**config.mk**
```make
export PLATFORM = sky130hd
export DESIGN_NAME = uart_prog
export DESIGN_NICKNAME = d
export VERILOG_FILES = /design/src/rtl/uart_prog_pkg.sv /design/src/rtl/uart_prog_regs.sv /design/src/rtl/uart_prog_tx.sv /design/src/rtl/uart_prog_rx.sv /design/src/rtl/uart_prog.sv
export SDC_FILE = /design/constraint.sdc
export NUM_CORES = 1
export LEC_CHECK = 0
export ABC_AREA = 1
export BUFFER_PORTS_ARGS = -buffer_cell sky130_fd_sc_hd__buf_2
export CORE_ASPECT_RATIO = 2
export CORE_UTILIZATION = 47
export CTS_CLUSTER_SIZE = 28
export DETAILED_ROUTE_END_ITERATION = 10
export PLACE_DENSITY = 0.69
export SETUP_SLACK_MARGIN = 0.2
export SLEW_MARGIN = 20
export SYNTH_ARGS = -nofsm -noshare
export SYNTH_HDL_FRONTEND = slang
export SYNTH_HIERARCHICAL = 1
export SYNTH_SLANG_ARGS = --single-unit
```
**constraint.sdc**
```tcl
create_clock -name clk -period 2.2 [get_ports clk]
set_input_delay 0 -clock clk [delete_from_list [all_inputs] [get_ports clk]]
set_output_delay 0 -clock clk [all_outputs]
set_load 0.05 [all_outputs]
```
**src/rtl/uart_prog_pkg.sv**
```systemverilog
package uart_prog_pkg;

    localparam int DIV_W  = 16;
    localparam int NBIT_W = 4;
    localparam int BYTE_W = 8;

    localparam logic [7:0] ADDR_DIV   = 8'h10;
    localparam logic [7:0] ADDR_NBITS = 8'h11;
    localparam logic [7:0] ADDR_NSTOP = 8'h12;

    localparam logic [DIV_W-1:0] DIV_MIN = 16'd4;

    typedef struct packed {
        logic [DIV_W-1:0]  div;
        logic [NBIT_W-1:0] nbits;
        logic [1:0]        nstop;
    } line_cfg_t;

    typedef enum logic [2:0] {
        LN_IDLE, LN_START, LN_DATA, LN_STOP, LN_BREAK
    } line_state_t;

    function automatic logic [DIV_W-1:0] clamp_div(input logic [DIV_W-1:0] v);
        return (v < DIV_MIN) ? DIV_MIN : v;
    endfunction

endpackage

```
**src/rtl/uart_prog_regs.sv**
```systemverilog
module uart_prog_regs
    import uart_prog_pkg::*;
#(
    parameter logic [DIV_W-1:0] RESET_DIV = 16'd5208
) (
    input  logic        clk,
    input  logic        rst,
    input  logic        cfg_wr,
    input  logic [7:0]  cfg_addr,
    input  logic [31:0] cfg_wdata,
    output logic [31:0] cfg_rdata,
    output line_cfg_t   cfg
);
    logic unused_hi;
    assign unused_hi = ^cfg_wdata[31:DIV_W];

    always_ff @(posedge clk) begin
        if (rst) begin
            cfg.div   <= RESET_DIV;
            cfg.nbits <= 4'd8;
            cfg.nstop <= 2'd1;
        end else if (cfg_wr) begin
            case (cfg_addr)
                ADDR_DIV:   cfg.div <= clamp_div(cfg_wdata[DIV_W-1:0]);
                ADDR_NBITS: if (cfg_wdata >= 32'd5 && cfg_wdata <= 32'd8)
                                cfg.nbits <= cfg_wdata[NBIT_W-1:0];
                ADDR_NSTOP: if (cfg_wdata == 32'd1 || cfg_wdata == 32'd2)
                                cfg.nstop <= cfg_wdata[1:0];
                default: ;
            endcase
        end
    end

    always_comb begin
        case (cfg_addr)
            ADDR_DIV:   cfg_rdata = {{(32-DIV_W){1'b0}}, cfg.div};
            ADDR_NBITS: cfg_rdata = {{(32-NBIT_W){1'b0}}, cfg.nbits};
            ADDR_NSTOP: cfg_rdata = {30'd0, cfg.nstop};
            default:    cfg_rdata = 32'd0;
        endcase
    end
endmodule

```
**src/rtl/uart_prog_tx.sv**
```systemverilog
module uart_prog_tx
    import uart_prog_pkg::*;
(
    input  logic              clk,
    input  logic              rst,
    input  line_cfg_t         cfg,
    input  logic [BYTE_W-1:0] tx_data,
    input  logic              tx_valid,
    output logic              tx_ready,
    output logic              txd
);
    line_state_t       state;
    line_cfg_t         act;
    logic [DIV_W-1:0]  cnt;
    logic [NBIT_W-1:0] bitn;
    logic [BYTE_W-1:0] sh;
    logic              bit_end;

    assign bit_end = (cnt == act.div - 16'd1);

    always_ff @(posedge clk) begin
        if (rst) begin
            state <= LN_IDLE;
            act   <= '0;
            cnt   <= '0;
            bitn  <= '0;
            sh    <= '0;
        end else begin
            case (state)
                LN_IDLE: if (tx_valid) begin
                    act   <= cfg;
                    sh    <= tx_data;
                    cnt   <= '0;
                    state <= LN_START;
                end
                LN_START: if (bit_end) begin
                    cnt   <= '0;
                    bitn  <= '0;
                    state <= LN_DATA;
                end else cnt <= cnt + 16'd1;
                LN_DATA: if (bit_end) begin
                    cnt <= '0;
                    sh  <= sh >> 1;
                    if (bitn == act.nbits - 4'd1) begin
                        bitn  <= '0;
                        state <= LN_STOP;
                    end else bitn <= bitn + 4'd1;
                end else cnt <= cnt + 16'd1;
                LN_STOP: if (bit_end) begin
                    cnt <= '0;
                    if (bitn == {2'b00, act.nstop} - 4'd1) state <= LN_IDLE;
                    else bitn <= bitn + 4'd1;
                end else cnt <= cnt + 16'd1;
                default: state <= LN_IDLE;
            endcase
        end
    end

    assign tx_ready = (state == LN_IDLE);
    assign txd      = (state == LN_START) ? 1'b0 :
                      (state == LN_DATA)  ? sh[0] : 1'b1;
endmodule

```
**src/rtl/uart_prog_rx.sv**
```systemverilog
module uart_prog_rx
    import uart_prog_pkg::*;
(
    input  logic              clk,
    input  logic              rst,
    input  line_cfg_t         cfg,
    input  logic              rxd,
    input  logic              rx_ready,
    output logic [BYTE_W-1:0] rx_data,
    output logic              rx_valid,
    output logic              frame_err
);
    logic [1:0]        sync;
    logic              rxs;
    line_state_t       state;
    line_cfg_t         act;
    logic [DIV_W-1:0]  cnt;
    logic [NBIT_W-1:0] bitn;
    logic [BYTE_W-1:0] sh;
    logic              bit_end, half_end, good_stop;

    assign rxs       = sync[1];
    assign bit_end   = (cnt == act.div - 16'd1);
    assign half_end  = (cnt == (act.div >> 1) - 16'd1);
    assign good_stop = (state == LN_STOP) && bit_end && rxs;

    always_ff @(posedge clk) begin
        if (rst) begin
            sync      <= 2'b11;
            state     <= LN_IDLE;
            act       <= '0;
            cnt       <= '0;
            bitn      <= '0;
            sh        <= '0;
            rx_data   <= '0;
            rx_valid  <= 1'b0;
            frame_err <= 1'b0;
        end else begin
            sync <= {sync[0], rxd};
            if (good_stop) begin
                rx_valid <= 1'b1;
                rx_data  <= sh >> (4'd8 - act.nbits);
            end else if (rx_ready) rx_valid <= 1'b0;
            case (state)
                LN_IDLE: if (!rxs) begin
                    act   <= cfg;
                    cnt   <= '0;
                    state <= LN_START;
                end
                LN_START: if (half_end) begin
                    cnt   <= '0;
                    bitn  <= '0;
                    state <= rxs ? LN_IDLE : LN_DATA;
                end else cnt <= cnt + 16'd1;
                LN_DATA: if (bit_end) begin
                    cnt <= '0;
                    sh  <= {rxs, sh[BYTE_W-1:1]};
                    if (bitn == act.nbits - 4'd1) state <= LN_STOP;
                    else bitn <= bitn + 4'd1;
                end else cnt <= cnt + 16'd1;
                LN_STOP: if (bit_end) begin
                    cnt <= '0;
                    if (rxs) state <= LN_IDLE;
                    else begin
                        frame_err <= 1'b1;
                        state     <= LN_BREAK;
                    end
                end else cnt <= cnt + 16'd1;
                LN_BREAK: if (rxs) state <= LN_IDLE;
                default: state <= LN_IDLE;
            endcase
        end
    end
endmodule

```
**src/rtl/uart_prog.sv**
```systemverilog
module uart_prog
    import uart_prog_pkg::*;
#(
    parameter int CLK_HZ = 50_000_000,
    parameter int BAUD   = 9600
) (
    input  logic        clk,
    input  logic        rst,
    input  logic        cfg_wr,
    input  logic [7:0]  cfg_addr,
    input  logic [31:0] cfg_wdata,
    output logic [31:0] cfg_rdata,
    input  logic [7:0]  tx_data,
    input  logic        tx_valid,
    output logic        tx_ready,
    output logic        txd,
    input  logic        rxd,
    output logic [7:0]  rx_data,
    output logic        rx_valid,
    input  logic        rx_ready,
    output logic        frame_err
);
    localparam logic [DIV_W-1:0] RESET_DIV = DIV_W'(CLK_HZ / BAUD);

    line_cfg_t cfg;

    uart_prog_regs #(.RESET_DIV(RESET_DIV)) u_regs (
        .clk(clk), .rst(rst), .cfg_wr(cfg_wr), .cfg_addr(cfg_addr),
        .cfg_wdata(cfg_wdata), .cfg_rdata(cfg_rdata), .cfg(cfg)
    );

    uart_prog_tx u_tx (
        .clk(clk), .rst(rst), .cfg(cfg), .tx_data(tx_data),
        .tx_valid(tx_valid), .tx_ready(tx_ready), .txd(txd)
    );

    uart_prog_rx u_rx (
        .clk(clk), .rst(rst), .cfg(cfg), .rxd(rxd), .rx_ready(rx_ready),
        .rx_data(rx_data), .rx_valid(rx_valid), .frame_err(frame_err)
    );
endmodule

```
# Word-level counts from Yosys, hierarchy flattened
# Cells that the tools add are included.
dict set report word_totals {
  ff_bits 138
  latch_bits 0
  mem_bits_rw 0
  mem_bits_ro 0
  inputBits 54
  out_inout_bits 44
  wordCells 138
  n_memories 0
}
dict set report op_classes {
  n_addsub 11
  n_mul 0
  div 0
  n_lt_le_gt_ge 3
  n_eq_ne 32
  shift 1
  n_mux 42
  bitwise_logic 1
  reduce_logical 28
}
# operator count
set op_table {}
lappend op_table {{16-bit two-way mux} 6}
lappend op_table {{16-bit case mux with 3 select lines} 2}
lappend op_table {{16-bit == test} 3}
lappend op_table {{3-bit two-way mux} 13}
lappend op_table {{16-bit by 1-bit adder with 16-bit output, second input constant} 2}
lappend op_table {{32-bit by 1-bit == test with 1-bit output, second input constant} 1}
lappend op_table {{32-bit by 2-bit == test with 1-bit output, second input constant} 1}
lappend op_table {{32-bit by 3-bit >= comparator with 1-bit output, second input constant} 1}
lappend op_table {{32-bit by 4-bit less-or-equal comparator with 1-bit output, second input constant} 1}
lappend op_table {{4-bit two-way mux} 8}
lappend op_table {{16-bit case mux with 2 select lines} 1}
lappend op_table {{16-bit by 1-bit subtractor with 16-bit output, second input constant} 2}
lappend op_table {{8-bit by 5-bit == test with 1-bit output, second input constant} 3}
lappend op_table {{2-bit by 1-bit != test with 1-bit output, second input constant} 10}
lappend op_table {{16-bit by 3-bit less-than comparator with 1-bit output, second input constant} 1}
lappend op_table {{8-bit two-way mux} 2}
lappend op_table {{8-bit case mux with 2 select lines} 1}
lappend op_table {{15-bit by 1-bit subtractor with 16-bit output, second input constant} 1}
lappend op_table {{3-bit case mux with 5 select lines} 1}
lappend op_table {{3-bit by 2-bit == test with 1-bit output, second input constant} 4}
lappend op_table {{4-bit == test} 3}
lappend op_table {{3-bit case mux with 4 select lines} 1}
lappend op_table {{4-bit case mux with 3 select lines} 1}
lappend op_table {{2-bit AND reduction} 6}
lappend op_table {{other kinds (23)} 43}

# Logic depth before layout (Yosys ltp)
dict set report depth {
  depth_word 5
  mapped_depth 19
  ltp_nobuf 19
}

# By module
# The synthesis kept the hierarchy.
# mod n_inst cells_each area_per_inst_um2 seq_area_each_um2
set modules_own_cells {}
lappend modules_own_cells {uart_prog_rx 1 723 4633.2 1261.2}
lappend modules_own_cells {uart_prog_tx 1 499 3321.9 1041.0}
lappend modules_own_cells {uart_prog_regs 1 210 1465.2 440.4}

# Least setup slack after synthesis
# No wires, ideal clock.
dict set report synth_path {
  path_kind {reg2reg}
  start {register u_rx/act[7] (netlist name)}
  end {register u_rx.cnt[0]}
  t_arrival_ns 1.951
  path_slack_ns 0.136
  path_stages_with_launch 17
  path_buffers 1
  synth_period_minus_slack_ns 2.064
  path_cell_list {dfxtp_1 inv_1 ha_1 nand2_4 nor2_4 nand2_1 nand2_1 nand3_1 nor2_1 nand2_1 nor2_4 nand3_4 nand2_4 nand2_4 buf_6 o21ai_1 inv_1}
}
dict set report synth_via {
  elab_chain_cells 4
  elab_cells_between_ends 7
}
# element line_no
set synth_rtl {}
lappend synth_rtl {{from (decl)} uart_prog_rx.sv:16} ;# line_cfg_t act;
lappend synth_rtl {{from (signal assigned)} uart_prog_rx.sv:46} ;# act <= cfg;
lappend synth_rtl {{16-bit by 1-bit subtractor with 16-bit output / 15-bit by 1-bit subtractor with 16-bit output (equally long branches)} {uart_prog_rx.sv:23, uart_prog_rx.sv:24}}
lappend synth_rtl {{16-bit == test (on tied branches)} {uart_prog_rx.sv:23, uart_prog_rx.sv:24}}
lappend synth_rtl {{16-bit two-way mux (on tied branches)} {uart_prog_rx.sv:55, uart_prog_rx.sv:61, uart_prog_rx.sv:50}}
lappend synth_rtl {{16-bit case mux with 3 select lines (*)} uart_prog_rx.sv:44} ;# case (state)
lappend synth_rtl {{to (signal assigned)} uart_prog_rx.sv:54} ;# end else cnt <= cnt + 16'd1;
lappend synth_rtl {{to (signal assigned)} uart_prog_rx.sv:60} ;# end else cnt <= cnt + 16'd1;
lappend synth_rtl {{to (signal assigned)} uart_prog_rx.sv:68} ;# end else cnt <= cnt + 16'd1;
lappend synth_rtl {{to (decl)} uart_prog_rx.sv:17} ;# logic [DIV_W-1:0] cnt;
# Every way passes the cells marked *; elsewhere a longest branch is shown, timed or not.
# A chain may end at the register's enable or synchronous reset.

# Worst setup path in the final report
dict set report layout_path {
  start {register u_rx/act[8] (netlist name)}
  end {register u_rx.cnt[12]}
}
# The elaborated chain is that of the path after synthesis.

==> flow_metrics.py <==
metrics = {
    "outcome": {
        "status": "finished, violations left",
        "violations": "setup timing",
    },
    "logic_synthesis": {
        "yosys.area.top_type": "dfxtp_1",
        "synth_edf_count": 0,
        "synth_area_leaders": "dfxtp_1 (29%), nand2_1 (13%), nor2_1 (7.5%)",
        "syn_area_per_cell_sq_um": 6.58,
        "synth_area_sq_um": 9420,
        "yosysMostFrequentCell": "nand2_1",
        "synth-seq-cells": 137,
        "dominantRegCellSynth": "dfxtp_1",
        "netlist-cell-type-count": 49,
        "yosys.area.top_type_share": 0.291,
        "async_flop_share": 0,
        "synthTopCellsByCount": "nand2_1 (328), nor2_1 (187), inv_1 (155)",
        "synth_warnings": 6,
        "synthCells": 1432,
        "ys_seq_area_frac": 0.291,
    },
    "timing": {
        "skew_ns": 0.00961,
        "relSlewSlack": 0.520,
        "slew_viol_final": 0,
        "rsz0062_at_grt": "yes",
        "hold_viol": 0,
        "finalCritPeriodShare": 1.01,
        "fmax_mhz": 452,
        "setup_violations": 1,
        "period_needed_ns": 2.21,
        "worst_slew_pin_slew_ns": 0.719,
        "fin_ws_ns": -0.0113,
        "hold_slack_ns": 0.0598,
    },
    "floorplan": {
        "core_sq_um": 19500,
        "die_height_microns": 202,
        "die_w_microns": 102,
        "io_pins": 98,
        "num_rows": 72,
        "die_area_sq_um": 20600,
        "start_util": 0.484,
    },
    "cells_and_area": {
        "n_fill_cell": 1794,
        "nNetsFinal": 1644,
        "diodes": 0,
        "utilization": 0.607,
        "layout-area-overhead-vs-synth_pct": 25.4,
        "drive_above_1_share": 0.260,
        "final_area_sq_um": 11800,
    },
    "routing": {
        "viasPerCell": 5.18,
        "drt_iter0_drc": 334,
        "num_vias": 9552,
        "drt_wl_total_microns": 26200,
        "ant_nets": 0,
        "drt-wirelength-per-cell_microns": 14.2,
        "firstDrtPassIters": 5,
        "drc": 0,
    },
    "clocking": {
        "numCtsBuffers": 17,
        "clock-sinks": 137,
        "clk_latency_ns": 0.42,
        "cts_root_buffer": "clkbuf_16",
        "cts_tree": "built",
        "cts_buffer_depth": 2,
        "cts_max_level": 4,
        "clk_pin_slew_worst_paths_ns": 0.06,
    },
    "setup_path": {
        "worstSetupPathType": "flip-flop to flip-flop",
        "critical_path_arrival_ns": 2.56,
        "cp.required_ns": 2.55,
        "end_kind": "flip-flop",
        "crit_fanout": 16,
        "cp-start-kind": "flip-flop",
    },
    "pwr": {
        "p_total_mw": 11.5,
        "peakVddDrop_v": 0.000796,
        "powerDensity_nw_per_um2": 977,
        "leakage_nw": 5.27,
    },
    "grt": {
        "grt_max_degree": 40,
        "grtUsageTotal": 0.258,
        "grt_pass1_wl_microns": 41700,
        "grt_antenna_before_repair": 0,
        "grt-ovfl-total": 0,
        "grt_pass1_vias": 9238,
    },
    "placement": {
        "place_congestion": 0.927,
        "io_buffers": 81,
        "post_dp_cell_area_sq_um": 10300,
        "dp_slack_ns": -0.0719,
        "place.detailed.hpwl_microns": 19700,
    },
    "flow_run": {
        "maxCapViolations": 0,
    },
    "hold_path": {
        "min_path_type": "input port to flip-flop",
    },
}
-- kinds of logic after synthesis --
| logic type | synth area share |
|---|---|
| and+or+nand+nor | 0.386 |
| buffers and inverters | 0.111 |
| AOI/OAI and AO/OA | 0.133 |
| DFF | 0.291 |
| xor gates and xnor gates | 0.0563 |
| adders and majority gates | 0.0213 |
| other | 0.000398 |
-- final cells by class --
| class | instances | area, sq um | share of cell area |
|---|---|---|---|
| clock buffers | 21 | 480 | 0.0407 |
| clock inverters | 10 | 116 | 0.00985 |
| inverters | 171 | 656 | 0.0555 |
| multi-input cells | 1071 | 6230 | 0.528 |
| flip-flops and latches | 137 | 2770 | 0.234 |
| well taps | 259 | 324 | 0.0274 |
| repair buffers | 176 | 1230 | 0.105 |
-- state kept, by name (all words and copies together), names as in the netlist, 3 cells and up --
register / count
u_rx/rx_data: 8
u_rx/sh: 8
u_rx/bitn: 4
u_tx/cnt: 16
u_rx/act: 20
u_rx/state: 3
u_rx/cnt: 16
u_tx/sh: 8
u_regs/cfg: 22
u_tx/act: 22
u_tx/bitn: 4
-- placed cells by master, fill, tap and decap left out, types with 17 or more instances in the layout --
cell type / count
a21oi_2: 30
nand4_1: 25
a21oi_1: 71
xnor2_1: 29
buf_4: 58
o21ai_0: 83
nand2_1: 303
nor2_2: 20
inv_1: 147
nand3_1: 76
dlygate4sd3_1: 25
nand2_2: 27
nand2_4: 21
xor2_1: 29
dfxtp_1: 123
buf_2: 81
nor2_4: 25
nand3_2: 21
nor2_1: 178
clkbuf_16: 17
-- critical path: stages (launching register included) --
cell and delay, ns:
dfxtp_4 0.36, inv_4 0.06, ha_4 0.19, nand2_2 0.07, nor2_1 0.10, buf_4 0.18, nand2_4 0.06, o21bai_1 0.15
nand2_2 0.09, and3_4 0.21, nand3_4 0.14, nand2_4 0.12, nand2_8 0.16, o21ai_0 0.10, a21oi_1 0.13
-- layer usage --
layer | share of wire | up-vias | track usage | wire, microns
li1 | - | 4833 | - | -
met3 | 0.028 | 101 | 0.0325 | 746
met5 | 0 | - | 0 | 0
met1 | 0.35 | 4384 | 0.238 | 9170
met2 | 0.56 | 234 | 0.502 | 14700
met4 | 0.061 | 0 | 0.173 | 1610
-- worst paths after layout --
path | slack, ns | from | depth (start not counted) | endpoint
hold reg to reg | 0.42 | u_rx/sync[0] | 1 | u_rx/sync[1]
setup / recovery | -0.01 | u_rx/act[8] | 14 | u_rx/cnt[12]
setup reg to reg | -0.01 | u_rx/act[8] | 14 | u_rx/cnt[12]
hold / removal | 0.06 | tx_data[6] | 5 | u_tx/sh[6]
-- where the power goes --
part	total (mW)	switching [mW]	internal, mW
Sequential	3.05	0.281	2.77
Combinational	5.61	3.63	1.98
Clock	2.88	1.10	1.78
Total	11.5	5.01	6.53
-- stage by stage --
step	setup TNS, ns	std cells
final	-0.0113	1845
after global routing	-4.71	1845
after CTS	0	1841
after detailed placement	-0.745	1778
after global placement	-0.0630	1778
after floorplan	0	1447
-- repair_timing --
item,4_1_cts,5_1_grt
endpoints found under the hold margin,29,0
hold buffers,25,0
resized for setup,74,82
pin swaps,33,32
gates cloned,1,1
buffers inserted,6,3
endpoints found under the setup margin,70,71
No activity file was read; power rests on OpenSTA's default activity.
